<file path="config.mk">
export PLATFORM = sky130hd
export DESIGN_NAME = flash_line_prefetcher
export DESIGN_NICKNAME = d
export VERILOG_FILES = /design/src/rtl/flb_pkg.sv /design/src/rtl/flb_way.sv /design/src/rtl/flb_policy.sv /design/src/rtl/flash_line_prefetcher.sv
export SDC_FILE = /design/constraint.sdc
export NUM_CORES = 2
export LEC_CHECK = 0
export CORE_MARGIN = 5
export CORE_UTILIZATION = 35
export CTS_CLUSTER_SIZE = 28
export DETAILED_ROUTE_END_ITERATION = 10
export GPL_ROUTABILITY_DRIVEN = 0
export GPL_TIMING_DRIVEN = 0
export PLACE_DENSITY = 0.48
export SLEW_MARGIN = 20
export SYNTH_ARGS = -nofsm -noshare
export SYNTH_HDL_FRONTEND = slang
export SYNTH_SLANG_ARGS = --single-unit
</file>
<file path="constraint.sdc">
create_clock -name clk -period 44.3 [get_ports clk]
set_clock_uncertainty 0.15 [all_clocks]
set_input_delay 8.86 -clock clk [delete_from_list [all_inputs] [get_ports clk]]
set_output_delay 8.86 -clock clk [all_outputs]
set_load 0.03 [all_outputs]
</file>
<file path="src/rtl/flb_pkg.sv">
package flb_pkg;
  typedef enum logic [1:0] {
    PF_OFF   = 2'd0,
    PF_INSTR = 2'd1,
    PF_DATA  = 2'd2,
    PF_ANY   = 2'd3
  } pf_mode_t;

  typedef enum logic [1:0] {
    ST_IDLE = 2'd0,
    ST_FILL = 2'd1,
    ST_PF   = 2'd2
  } fsm_t;
endpackage

</file>
<file path="src/rtl/flb_way.sv">
module flb_way #(
  parameter int LINES  = 4,
  parameter int TAG_W  = 16,
  parameter int LINE_W = 128,
  localparam int IDX_W = $clog2(LINES)
) (
  input  logic              clk,
  input  logic              rst,
  input  logic              inval,
  input  logic [TAG_W-1:0]  look_tag,
  input  logic [TAG_W-1:0]  probe_tag,
  input  logic              touch,
  input  logic              wr_en,
  input  logic [TAG_W-1:0]  wr_tag,
  input  logic [LINE_W-1:0] wr_data,
  output logic              hit,
  output logic [LINE_W-1:0] hit_line,
  output logic              probe_hit
);
  logic [TAG_W-1:0]  tag_q [LINES];
  logic [LINE_W-1:0] mem_q [LINES];
  logic [IDX_W-1:0]  age_q [LINES];
  logic [LINES-1:0]  vld_q;
  logic [LINES-1:0]  look_m, probe_m, oldest_v;
  logic [IDX_W-1:0]  hit_idx, vic_idx, use_idx;
  logic              use_en, vic_found;

  for (genvar i = 0; i < LINES; i++) begin : g_cmp
    assign look_m[i]   = vld_q[i] && (tag_q[i] == look_tag);
    assign probe_m[i]  = vld_q[i] && (tag_q[i] == probe_tag);
    assign oldest_v[i] = (age_q[i] == IDX_W'(LINES - 1));
  end

  assign hit       = |look_m;
  assign probe_hit = |probe_m;

  always_comb begin
    hit_idx = '0;
    for (int i = 0; i < LINES; i++)
      if (look_m[i]) hit_idx = IDX_W'(i);
  end

  // invalid line with the lowest index first, else the oldest line
  always_comb begin
    vic_idx   = '0;
    vic_found = 1'b0;
    for (int i = 0; i < LINES; i++)
      if (!vld_q[i] && !vic_found) begin
        vic_idx   = IDX_W'(i);
        vic_found = 1'b1;
      end
    if (!vic_found)
      for (int i = 0; i < LINES; i++)
        if (oldest_v[i]) vic_idx = IDX_W'(i);
  end

  assign hit_line = mem_q[hit_idx];
  assign use_en   = wr_en || (touch && hit);
  assign use_idx  = wr_en ? vic_idx : hit_idx;

  // storage without reset so it maps onto RAM
  always_ff @(posedge clk) begin
    if (wr_en && !inval) begin
      mem_q[vic_idx] <= wr_data;
      tag_q[vic_idx] <= wr_tag;
    end
  end

  always_ff @(posedge clk) begin
    if (rst) vld_q <= '0;
    else if (inval) vld_q <= '0;
    else if (wr_en) vld_q[vic_idx] <= 1'b1;
  end

  always_ff @(posedge clk) begin
    if (rst) begin
      for (int i = 0; i < LINES; i++) age_q[i] <= IDX_W'(i);
    end else if (use_en) begin
      for (int i = 0; i < LINES; i++) begin
        if (IDX_W'(i) == use_idx) age_q[i] <= '0;
        else if (age_q[i] < age_q[use_idx]) age_q[i] <= age_q[i] + 1'b1;
      end
    end
  end


  lru_order_chk: assert property (@(posedge clk) disable iff (rst) $onehot(oldest_v));

  way_nodup_chk: assert property (@(posedge clk) disable iff (rst) $onehot0(look_m));
endmodule

</file>
<file path="src/rtl/flb_policy.sv">
module flb_policy #(
  parameter int NMST  = 4,
  localparam int MID_W = $clog2(NMST)
) (
  input  logic             instr,
  input  logic [MID_W-1:0] master,
  input  logic [1:0]       mode,
  input  logic [NMST-1:0]  mst_en,
  input  logic [1:0]       alloc_i,
  input  logic [1:0]       alloc_d,
  output logic             alloc_ok,
  output logic             alloc_way,
  output logic             pf_ok
);
  import flb_pkg::*;
  logic mode_ok;

  always_comb begin
    alloc_ok  = 1'b1;
    alloc_way = 1'b0;
    if (instr) begin
      if (alloc_i[0])      alloc_way = 1'b0;
      else if (alloc_i[1]) alloc_way = 1'b1;
      else                 alloc_ok  = 1'b0;
    end else begin
      if (alloc_d[1])      alloc_way = 1'b1;
      else if (alloc_d[0]) alloc_way = 1'b0;
      else                 alloc_ok  = 1'b0;
    end
  end

  always_comb begin
    case (pf_mode_t'(mode))
      PF_INSTR: mode_ok = instr;
      PF_DATA:  mode_ok = !instr;
      PF_ANY:   mode_ok = 1'b1;
      default:  mode_ok = 1'b0;
    endcase
  end

  assign pf_ok = mode_ok && mst_en[master] && alloc_ok;
endmodule

</file>
<file path="src/rtl/flash_line_prefetcher.sv">
module flash_line_prefetcher #(
  parameter int AW     = 20,
  parameter int LINE_W = 128,
  parameter int WORD_W = 32,
  parameter int LINES  = 4,
  parameter int NMST   = 4,
  parameter int WS_W   = 4,
  localparam int OFS_W  = $clog2(LINE_W / 8),
  localparam int TAG_W  = AW - OFS_W,
  localparam int MID_W  = $clog2(NMST),
  localparam int WPL    = LINE_W / WORD_W,
  localparam int WSEL_W = $clog2(WPL),
  localparam int NWAY   = 2
) (
  input  logic              clk,
  input  logic              rst,
  input  logic              rd_req,
  input  logic [AW-1:0]     rd_addr,
  input  logic              rd_instr,
  input  logic [MID_W-1:0]  rd_master,
  output logic              rd_ready,
  output logic              rd_done,
  output logic [WORD_W-1:0] rd_data,
  output logic              arr_rd,
  output logic [TAG_W-1:0]  arr_line,
  input  logic [LINE_W-1:0] arr_data,
  input  logic [WS_W-1:0]   cfg_wait,
  input  logic [1:0]        cfg_pf_mode,
  input  logic [NMST-1:0]   cfg_pf_mst_en,
  input  logic [1:0]        cfg_alloc_instr,
  input  logic [1:0]        cfg_alloc_data,
  input  logic              inval
);
  import flb_pkg::*;

  function automatic logic [WORD_W-1:0] word_of(input logic [LINE_W-1:0] ln,
                                                input logic [WSEL_W-1:0] ix);
    word_of = '0;
    for (int k = 0; k < WPL; k++)
      if (ix == WSEL_W'(k)) word_of = ln[k*WORD_W +: WORD_W];
  endfunction

  fsm_t st;
  logic [WS_W-1:0]   cnt;
  logic [TAG_W-1:0]  fill_line, pf_line, pend_line, probe_tag;
  logic              fill_way, fill_alloc, pf_arm, pf_way, stale;
  logic              pend, pend_way, pend_alloc, pend_pf;
  logic [WSEL_W-1:0] pend_word;

  logic [TAG_W-1:0]  req_line;
  logic [WSEL_W-1:0] req_word;
  logic [NWAY-1:0]   way_hit, way_probe, inst_we;
  logic [LINE_W-1:0] way_line [NWAY];
  logic [LINE_W-1:0] hit_line;
  logic              hit, probe_hit, last, acc, install;
  logic              pol_ok, pol_way, pol_pf;
  logic [OFS_W-WSEL_W-1:0] unused_lsb;

  assign req_line   = rd_addr[AW-1:OFS_W];
  assign req_word   = rd_addr[OFS_W-1:OFS_W-WSEL_W];
  assign unused_lsb = rd_addr[OFS_W-WSEL_W-1:0];

  assign last      = (st != ST_IDLE) && (cnt == cfg_wait);
  assign rd_ready  = (st == ST_IDLE) || ((st == ST_PF) && !pend && !last);
  assign acc       = rd_req && rd_ready;
  assign probe_tag = (st == ST_IDLE) ? TAG_W'(req_line + 1'b1) : pf_line;
  assign install   = last && fill_alloc && !stale && !inval;
  assign arr_rd    = (st != ST_IDLE);
  assign arr_line  = fill_line;

  for (genvar w = 0; w < NWAY; w++) begin : g_way
    assign inst_we[w] = install && (fill_way == w[0]);
    flb_way #(.LINES(LINES), .TAG_W(TAG_W), .LINE_W(LINE_W)) i_way (
      .clk(clk), .rst(rst), .inval(inval),
      .look_tag(req_line), .probe_tag(probe_tag),
      .touch(acc && way_hit[w]),
      .wr_en(inst_we[w]), .wr_tag(fill_line), .wr_data(arr_data),
      .hit(way_hit[w]), .hit_line(way_line[w]), .probe_hit(way_probe[w])
    );
  end

  assign hit       = |way_hit;
  assign probe_hit = |way_probe;
  assign hit_line  = way_hit[1] ? way_line[1] : way_line[0];

  flb_policy #(.NMST(NMST)) i_policy (
    .instr(rd_instr), .master(rd_master), .mode(cfg_pf_mode),
    .mst_en(cfg_pf_mst_en), .alloc_i(cfg_alloc_instr), .alloc_d(cfg_alloc_data),
    .alloc_ok(pol_ok), .alloc_way(pol_way), .pf_ok(pol_pf)
  );

  always_ff @(posedge clk) begin
    if (rst) begin
      st <= ST_IDLE;      cnt <= '0;         rd_done <= 1'b0;  rd_data <= '0;
      fill_line <= '0;    fill_way <= 1'b0;  fill_alloc <= 1'b0;
      pf_arm <= 1'b0;     pf_line <= '0;     pf_way <= 1'b0;   stale <= 1'b0;
      pend <= 1'b0;       pend_line <= '0;   pend_word <= '0;
      pend_way <= 1'b0;   pend_alloc <= 1'b0; pend_pf <= 1'b0;
    end else begin
      rd_done <= 1'b0;
      if (inval && st != ST_IDLE) stale <= 1'b1;
      if (st != ST_IDLE && !last) cnt <= cnt + 1'b1;
      case (st)
        ST_IDLE: if (acc) begin
          if (hit) begin
            rd_done <= 1'b1;
            rd_data <= word_of(hit_line, req_word);
            if (pol_pf && !probe_hit) begin
              st <= ST_PF; fill_line <= TAG_W'(req_line + 1'b1);
              fill_way <= pol_way; fill_alloc <= 1'b1; cnt <= '0; stale <= 1'b0;
            end
          end else begin
            st <= ST_FILL; fill_line <= req_line; fill_way <= pol_way;
            fill_alloc <= pol_ok; cnt <= '0; stale <= 1'b0; pend_word <= req_word;
            pf_arm <= pol_pf; pf_line <= TAG_W'(req_line + 1'b1); pf_way <= pol_way;
          end
        end
        ST_FILL: if (last) begin
          rd_done <= 1'b1;
          rd_data <= word_of(arr_data, pend_word);
          pf_arm  <= 1'b0;
          if (pf_arm && !probe_hit) begin
            st <= ST_PF; fill_line <= pf_line; fill_way <= pf_way;
            fill_alloc <= 1'b1; cnt <= '0; stale <= 1'b0;
          end else st <= ST_IDLE;
        end
        ST_PF: begin
          if (acc) begin
            if (hit) begin
              rd_done <= 1'b1;
              rd_data <= word_of(hit_line, req_word);
            end else begin
              pend <= 1'b1; pend_line <= req_line; pend_word <= req_word;
              pend_way <= pol_way; pend_alloc <= pol_ok; pend_pf <= pol_pf;
            end
          end
          if (last) begin
            if (pend && pend_line == fill_line && !stale && !inval) begin
              rd_done <= 1'b1;
              rd_data <= word_of(arr_data, pend_word);
              pend <= 1'b0; st <= ST_IDLE;
            end else if (pend) begin
              st <= ST_FILL; fill_line <= pend_line; fill_way <= pend_way;
              fill_alloc <= pend_alloc; cnt <= '0; stale <= 1'b0; pend <= 1'b0;
              pf_arm <= pend_pf; pf_line <= TAG_W'(pend_line + 1'b1); pf_way <= pend_way;
            end else st <= ST_IDLE;
          end
        end
        default: st <= ST_IDLE;
      endcase
    end
  end

  logic [1:0] outst_q;
  always_ff @(posedge clk) begin
    if (rst) outst_q <= '0;
    else outst_q <= outst_q + {1'b0, acc} - {1'b0, rd_done};
  end


  hit_done_chk: assert property (@(posedge clk) disable iff (rst) (acc && hit) |=> rd_done);

  fill_hold_chk: assert property (@(posedge clk) disable iff (rst)
    (arr_rd && !last) |=> (arr_rd && $stable(arr_line)));

  inval_clear_chk: assert property (@(posedge clk) disable iff (rst) inval |=> (way_hit == '0));

  nodup_chk: assert property (@(posedge clk) disable iff (rst) !(way_hit[0] && way_hit[1]));

  one_outstanding_chk: assert property (@(posedge clk) disable iff (rst) outst_q <= 2'd1);
endmodule

</file>
Word level (Yosys, flattened, before mapping)
Memories as Yosys holds them, arrays and structs flattened. Cells that the tools add are included.

Add/subtract/negate cells: 11. Order comparisons: 13. Eq/ne operators: 51. Multiplexer cells: 240. Bitwise gates (word level): 20. Reduce and logical (&&, ||, !) cells: 88.

Operators with widths (count): 2-to-1 mux 32 bit (13); equality test 16 bit (17); 2-to-1 mux 16 bit (14); 2-to-1 mux 1 bit (146); 2-to-1 mux 128 bit (1); case mux 32 bit (3 select lines) (1); 2-to-1 mux 2 bit (42); logical AND 1 bit (48); case mux 16 bit (3 select lines) (1); 2-to-1 mux 4 bit (9); adder 16 x 1 -> 16 bit, second input constant (2); case mux 16 bit (2 select lines) (1); equality test 2 bit, second input constant (15); case mux 1 bit (3 select lines) (6); adder 2 x 1 -> 2 bit, second input constant (8); logical NOT 1 bit (16); less-than comparator 2 bit (8); OR 1 bit (16); OR reduction 8 bit (2); inequality test 2 bit, second input constant (7); case mux 4 bit (3 select lines) (1); logical NOT 2 bit (5); less-than comparator 2 x 3 -> 1 bit, second input constant (3); equality test 2 x 1 -> 1 bit, second input constant (4); other kinds (23) (37).

Bits in registers: 106. RAM bits: 1168. Bits of input ports: 169. Output and inout bits: 51. Word-level logic and storage cells: 448. Memories: 6.

Memory list: g_way[0].i_way.mem_q (depth 4, bits a word 128, read ports 1, clocked after Yosys merged registers in 0, wr ports 1, RTL line flb_way.sv:21) `logic [LINE_W-1:0] mem_q [LINES];`; g_way[1].i_way.mem_q (depth 4, bits a word 128, read ports 1, clocked after Yosys merged registers in 0, wr ports 1, RTL line flb_way.sv:21); g_way[0].i_way.tag_q (depth 4, bits a word 16, read ports 4, clocked after Yosys merged registers in 0, wr ports 1, RTL line flb_way.sv:20) `logic [TAG_W-1:0] tag_q [LINES];`; g_way[1].i_way.tag_q (depth 4, bits a word 16, read ports 4, clocked after Yosys merged registers in 0, wr ports 1, RTL line flb_way.sv:20); g_way[0].i_way.age_q (depth 4, bits a word 2, read ports 5, clocked after Yosys merged registers in 0, wr ports 4, RTL line flb_way.sv:22) `logic [IDX_W-1:0] age_q [LINES];`; g_way[1].i_way.age_q (depth 4, bits a word 2, read ports 5, clocked after Yosys merged registers in 0, wr ports 4, RTL line flb_way.sv:22).

Depth between registers and ports, before layout
An unclocked memory read counts as a cell.

Depth in word-level cells: 23. Depth in mapped cells: 19. Gate-level depth less buffers: 15.

Modules after synthesis
A second synthesis with hierarchy kept.

Cells, all modules: 4156. Area total of the unflattened synthesis: 55761.0 µm².

Modules (own cells, without submodules): flb_way at g_way[1].i_way (instances 1, cells each 1619, area an instance 23725.3 µm², seq. area each 17616.9 µm²); flb_way at g_way[0].i_way (instances 1, cells each 1642, area an instance 23356.2 µm², seq. area each 17616.9 µm²); flash_line_prefetcher (instances 1, cells each 886, area an instance 8593.2 µm², seq. area each 1961.9 µm²); flb_policy (instances 1, cells each 9, area an instance 86.3 µm², seq. area each 0.0 µm²).

Least setup slack after synthesis
OpenSTA, ideal clock, no wires.

Kind: input to register. Start point: in cfg_wait[2]. End point: mem g_way[0].i_way.mem_q[2][0] (enable). Setup time: 0.856 ns. Arrival: 20.497 ns. Data required time: 43.294 ns. Path slack: 22.797 ns. Stages: 7. Path buffers: 2. Cell sequence: xnor2_1 nand4_1 nand2b_1 clkbuf_1 or3_1 clkbuf_1 nor3b_1.

Word-level cells in the longest chain between the ends: 9.

RTL lines: start, declared (RTL line flash_line_prefetcher.sv:27) `input logic [WS_W-1:0] cfg_wait,`; equality test 4 bit (RTL line flash_line_prefetcher.sv:63) `assign last = (st != ST_IDLE) && (cnt == cfg_wait);`; logical AND 1 bit (RTL line flash_line_prefetcher.sv:63); logical AND 1 bit (3 in a row) (RTL line flash_line_prefetcher.sv:67) `assign install = last && fill_alloc && !stale && !inval;`; logical AND 1 bit (RTL line flash_line_prefetcher.sv:72) `assign inst_we[w] = install && (fill_way == w[0]);`; logical AND 1 bit (RTL line flb_way.sv:63) `if (wr_en && !inval) begin`; 2-to-1 mux 1 bit (RTL line flb_way.sv:63); 2-to-1 mux 1 bit (not written as such) (RTL line flb_way.sv:64) `mem_q[vic_idx] <= wr_data;`; end, declared (RTL line flb_way.sv:21).

No other way between the ends.

Final worst setup path
Start point: in cfg_wait[0]. End point: out rd_ready.

Word-level cells in the longest chain between the ends: 5.

RTL lines: equality test 4 bit (RTL line flash_line_prefetcher.sv:63); logical AND 1 bit (RTL line flash_line_prefetcher.sv:63); logical NOT 1 bit (RTL line flash_line_prefetcher.sv:64) `assign rd_ready = (st == ST_IDLE) || ((st == ST_PF) && !pend && !last);`; logical AND 1 bit (RTL line flash_line_prefetcher.sv:64); logical OR 1 bit (RTL line flash_line_prefetcher.sv:64); end, declared (RTL line flash_line_prefetcher.sv:21) `output logic rd_ready,`.

No other way between the ends.

==> summary.md <==
| Metric | Value |
|---|---|
| Status | complete, no violations |
| Crit share post-route | 0.445 |
| Global route total overflow | 0 |
| Core footprint | 165000 um^2 |
| Worst Path Arrival | 10690 ps |
| Synth Instances | 4587 |
| RSZ-0062 raised after global routing | false |
| Worst skew pair latency | 810 ps |
| Layout fillers | 15600 |
| Final worst slack | 24600 ps |
| Leak | 23.2 nW |
| FF+latch count, synth | 1274 |
| Io pins | 220 |
| Violation count after the first detailed-route iteration | 6064 |
| Power share of the combinational group | 0.105 |
| Antenna-violating nets left | 0 |
| Slowest cell delay on critical path | 740 ps |
| Clk root buf | clkbuf_16 |
| Final instance area | 69500 um^2 |
| Flop pwr share | 0.469 |
| Final hold viol count | 0 |
| Cells along the critical path | clkdlybuf4s50_1 > xnor2_1 > nand4_1 > nand2_1 > nand2_1 > clkdlybuf4s50_1 |
| Share of cells above drive strength 1 | 0.104 |
| Final slew viol count | 0 |
| Slew @ Worst Pin | 1380 ps |
| Clk pin slew, worst setup/hold paths | 60 ps |
| Slowest-stage cell, CP | clkdlybuf4s50_1 |
| P_int | 0.00213 W |
| Yosys warning count | 0 |
| Worst R2R Setup Slack | 37200 ps |
| Wirelength per Cell | 34.8 um |
| Sw power | 0.000772 W |
| GRT Resource Usage Total | 0.283 |
| Clock sinks | 1274 |
| Hold Path Class | reg2reg |
| Critical path class | in2out |
| FMAX | 0.0508 GHz |
| Maxcap violations | 0 |
| Post_cts resized | 0 |
| Maximum fanout along the worst path | 4 |
| Util after Layout | 0.420 |
| Synth cell types | 102 |
| Nature of the critical path endpoint | output pin |
| Synth top cells by count | edfxtp_1, nor2_1, a21oi_1 |
| Vias in the first global route | 42200 |
| Relative slew slack | 0.0775 |
| Pre-CTS setup slack | 24560 ps |
| DR DRC count | 0 |
| Antenna violations before repair | 16 |
| DPL Wire Length | 185000 um |
| # setup viols final | 0 |
| Post-DP Area | 64600 um^2 |
| Largest net degree at the start of global routing | 43 |
| CTS max path bufs | 3 |
| Hold bufs inserted after CTS | 0 |
| Mapped cell area | 58300 um^2 |
| Die height | 418 um |
| Final min period | 19700 ps |
| Seq/Total Area, Yosys | 0.638 |
| Vias/cell | 6.05 |
| Number of port buffers | 206 |
| Die W | 418 um |
| Syn-to-layout area delta | 19.1% |
| Worst EP required | 35290 ps |
| FP Rows | 149 |
| Clock tree from TritonCTS | built |
| Synthesized net count | 4779 |
| Num CTS Buffers | 144 |
| Htree depth | 4 |
| Top post-synthesis cells by area | edfxtp_1, dfxtp_1, mux2i_1 |
| PD cells | 41.7 nW/um^2 |
| Via count of the routed design | 44300 |
| Most numerous cell in the Yosys netlist | edfxtp_1 |
| Peak supply drop | 0.0000439 V |
| Final Net Count | 5206 |
| Startpoint Class | primary input |
| Clock share of power | 0.426 |
| Asr flop ratio synth | 0 |
| Global-route wire length before repair | 346000 um |
| Leading area contributor after synthesis | edfxtp_1 |
| Post-synth EDFFs | 1168 |
| DIE AREA | 175000 um^2 |
| Detailed-router iteration count before antenna repair | 6 |
| Top-area cell type share of the netlist area | 0.601 |
| Setup Fix Bufs, Post-CTS | 0 |
| Setup Total Neg Slack | 0 ps |
| WL final | 255000 um |
| Sw Share | 0.266 |
| Synth Flop Type | edfxtp_1 |
| Post-Syn Area per Cell | 12.7 um^2 |
| Initial Util | 0.353 |
| Total power | 0.00290 W |
## cell type report
class / instances / area [um^2] / area share
clock buffers: 191 / 3870 / 0.0557
plain buffers: 338 / 1480 / 0.0213
inverters: 42 / 158 / 0.00227
diodes: 6 / 15.0 / 0.000216
multi-input cells: 2933 / 19600 / 0.282
well taps: 2189 / 2740 / 0.0394
clock inverters: 73 / 940 / 0.0135
flip-flops and latches: 1274 / 37200 / 0.535
repair buffers: 281 / 3480 / 0.0501
## through the flow
step           hold WS (ps)  std cells
2_1_floorplan           293       4587
3_3_place_gp            309       6982
3_5_place_dp            316       7057
4_1_cts                 324       7321
5_1_grt                 359       7325
6_report                328       7327
## power groups by stage
stage | combinational [W] | sequential (W) | clock [W]
finish | 0.000304 | 0.00136 | 0.00123
global route | 0.000313 | 0.00136 | 0.00130
global placement | 0.000292 | 0.00139 | 0
detailed placement | 0.000294 | 0.00139 | 0
floorplan | 0.000144 | 0.00137 | 0
CTS | 0.000295 | 0.00136 | 0.00125
## layout by cell type, fill, tap and decap left out, types with 20 or more instances in the layout
cell             Yosys  final
a211o_1             32     32
xor2_1             116    116
o211ai_1            35     35
xnor2_1            168    168
clkbuf_16            0    144
nor2b_1             23     21
and3_1              21     20
inv_1               41     41
a21o_1              26     26
mux4_2              45     45
nand4_1             50     50
a31oi_1             41     41
or3_1               20     20
nand2b_1            33     33
nor3_1              75     75
mux2i_1            181    181
buf_12               0     27
clkdlybuf4s50_1      0    206
buf_2               80     92
nand2_1            290    290
nor4_1              62     61
nand3_1            100    100
buf_16               0     25
nor2_1             376    369
o21ai_0            245    244
buf_1               49     37
clkinv_2             0     20
a21oi_1            308    308
clkbuf_1           195    211
or4_1               24     24
ha_1                23     23
clkinv_1             1     20
dfxtp_1            106    106
a221oi_1            74     74
edfxtp_1          1168   1168
a211oi_1           210    210
o21ai_1             19     20
buf_4                9     29
and2_1              21     21
clkbuf_2             1     23
## final timing paths
kind                from     endpoint  depth (start not counted)
max reg2reg        st[0]  rd_data[23]                         18
max          cfg_wait[0]     rd_ready                          6
min reg2reg  pf_line[11]  pf_line[11]                          2
min          pf_line[11]  pf_line[11]                          2
## logic make-up after synthesis
group | share of synthesized area
flip-flops | 0.638
XOR/XNOR | 0.0427
multiplexers | 0.0524
AND/OR/NAND/NOR | 0.0973
AO/OA/AOI/OAI | 0.138
adder cells (fa/ha/maj) | 0.00494
buffers and inverters | 0.0273
## metal layers
metal | wire length [um] | global-route usage | up-vias
met5 | 0 | 0 | -
met3 | 22200 | 0.0555 | 646
met1 | 101000 | 0.370 | 22500
met4 | 14900 | 0.140 | 0
li1 | - | - | 18600
met2 | 117000 | 0.451 | 2623
## worst max-delay path, delay by kind of cell
kind	cells	cell delay (ps)
xor gates and xnor gates	1	130
buffers and inverters	2	1260
and+or+nand+nor	3	420
## flip-flops by register name, indices dropped and copies added, names as in the netlist
register / cells
arr_line: 16
g_way.i_way.mem_q: 1024
g_way.i_way.age_q: 16
pend_alloc: 1
rd_data: 32
pend_word: 2
pend: 1
pend_pf: 1
pf_way: 1
rd_done: 1
g_way.i_way.tag_q: 128
pend_line: 16
g_way.i_way.vld_q: 8
pf_line: 16
stale: 1
fill_way: 1
pend_way: 1
fill_alloc: 1
pf_arm: 1
cnt: 4
st: 2
Note: power is estimated with default switching activity, not from simulation.
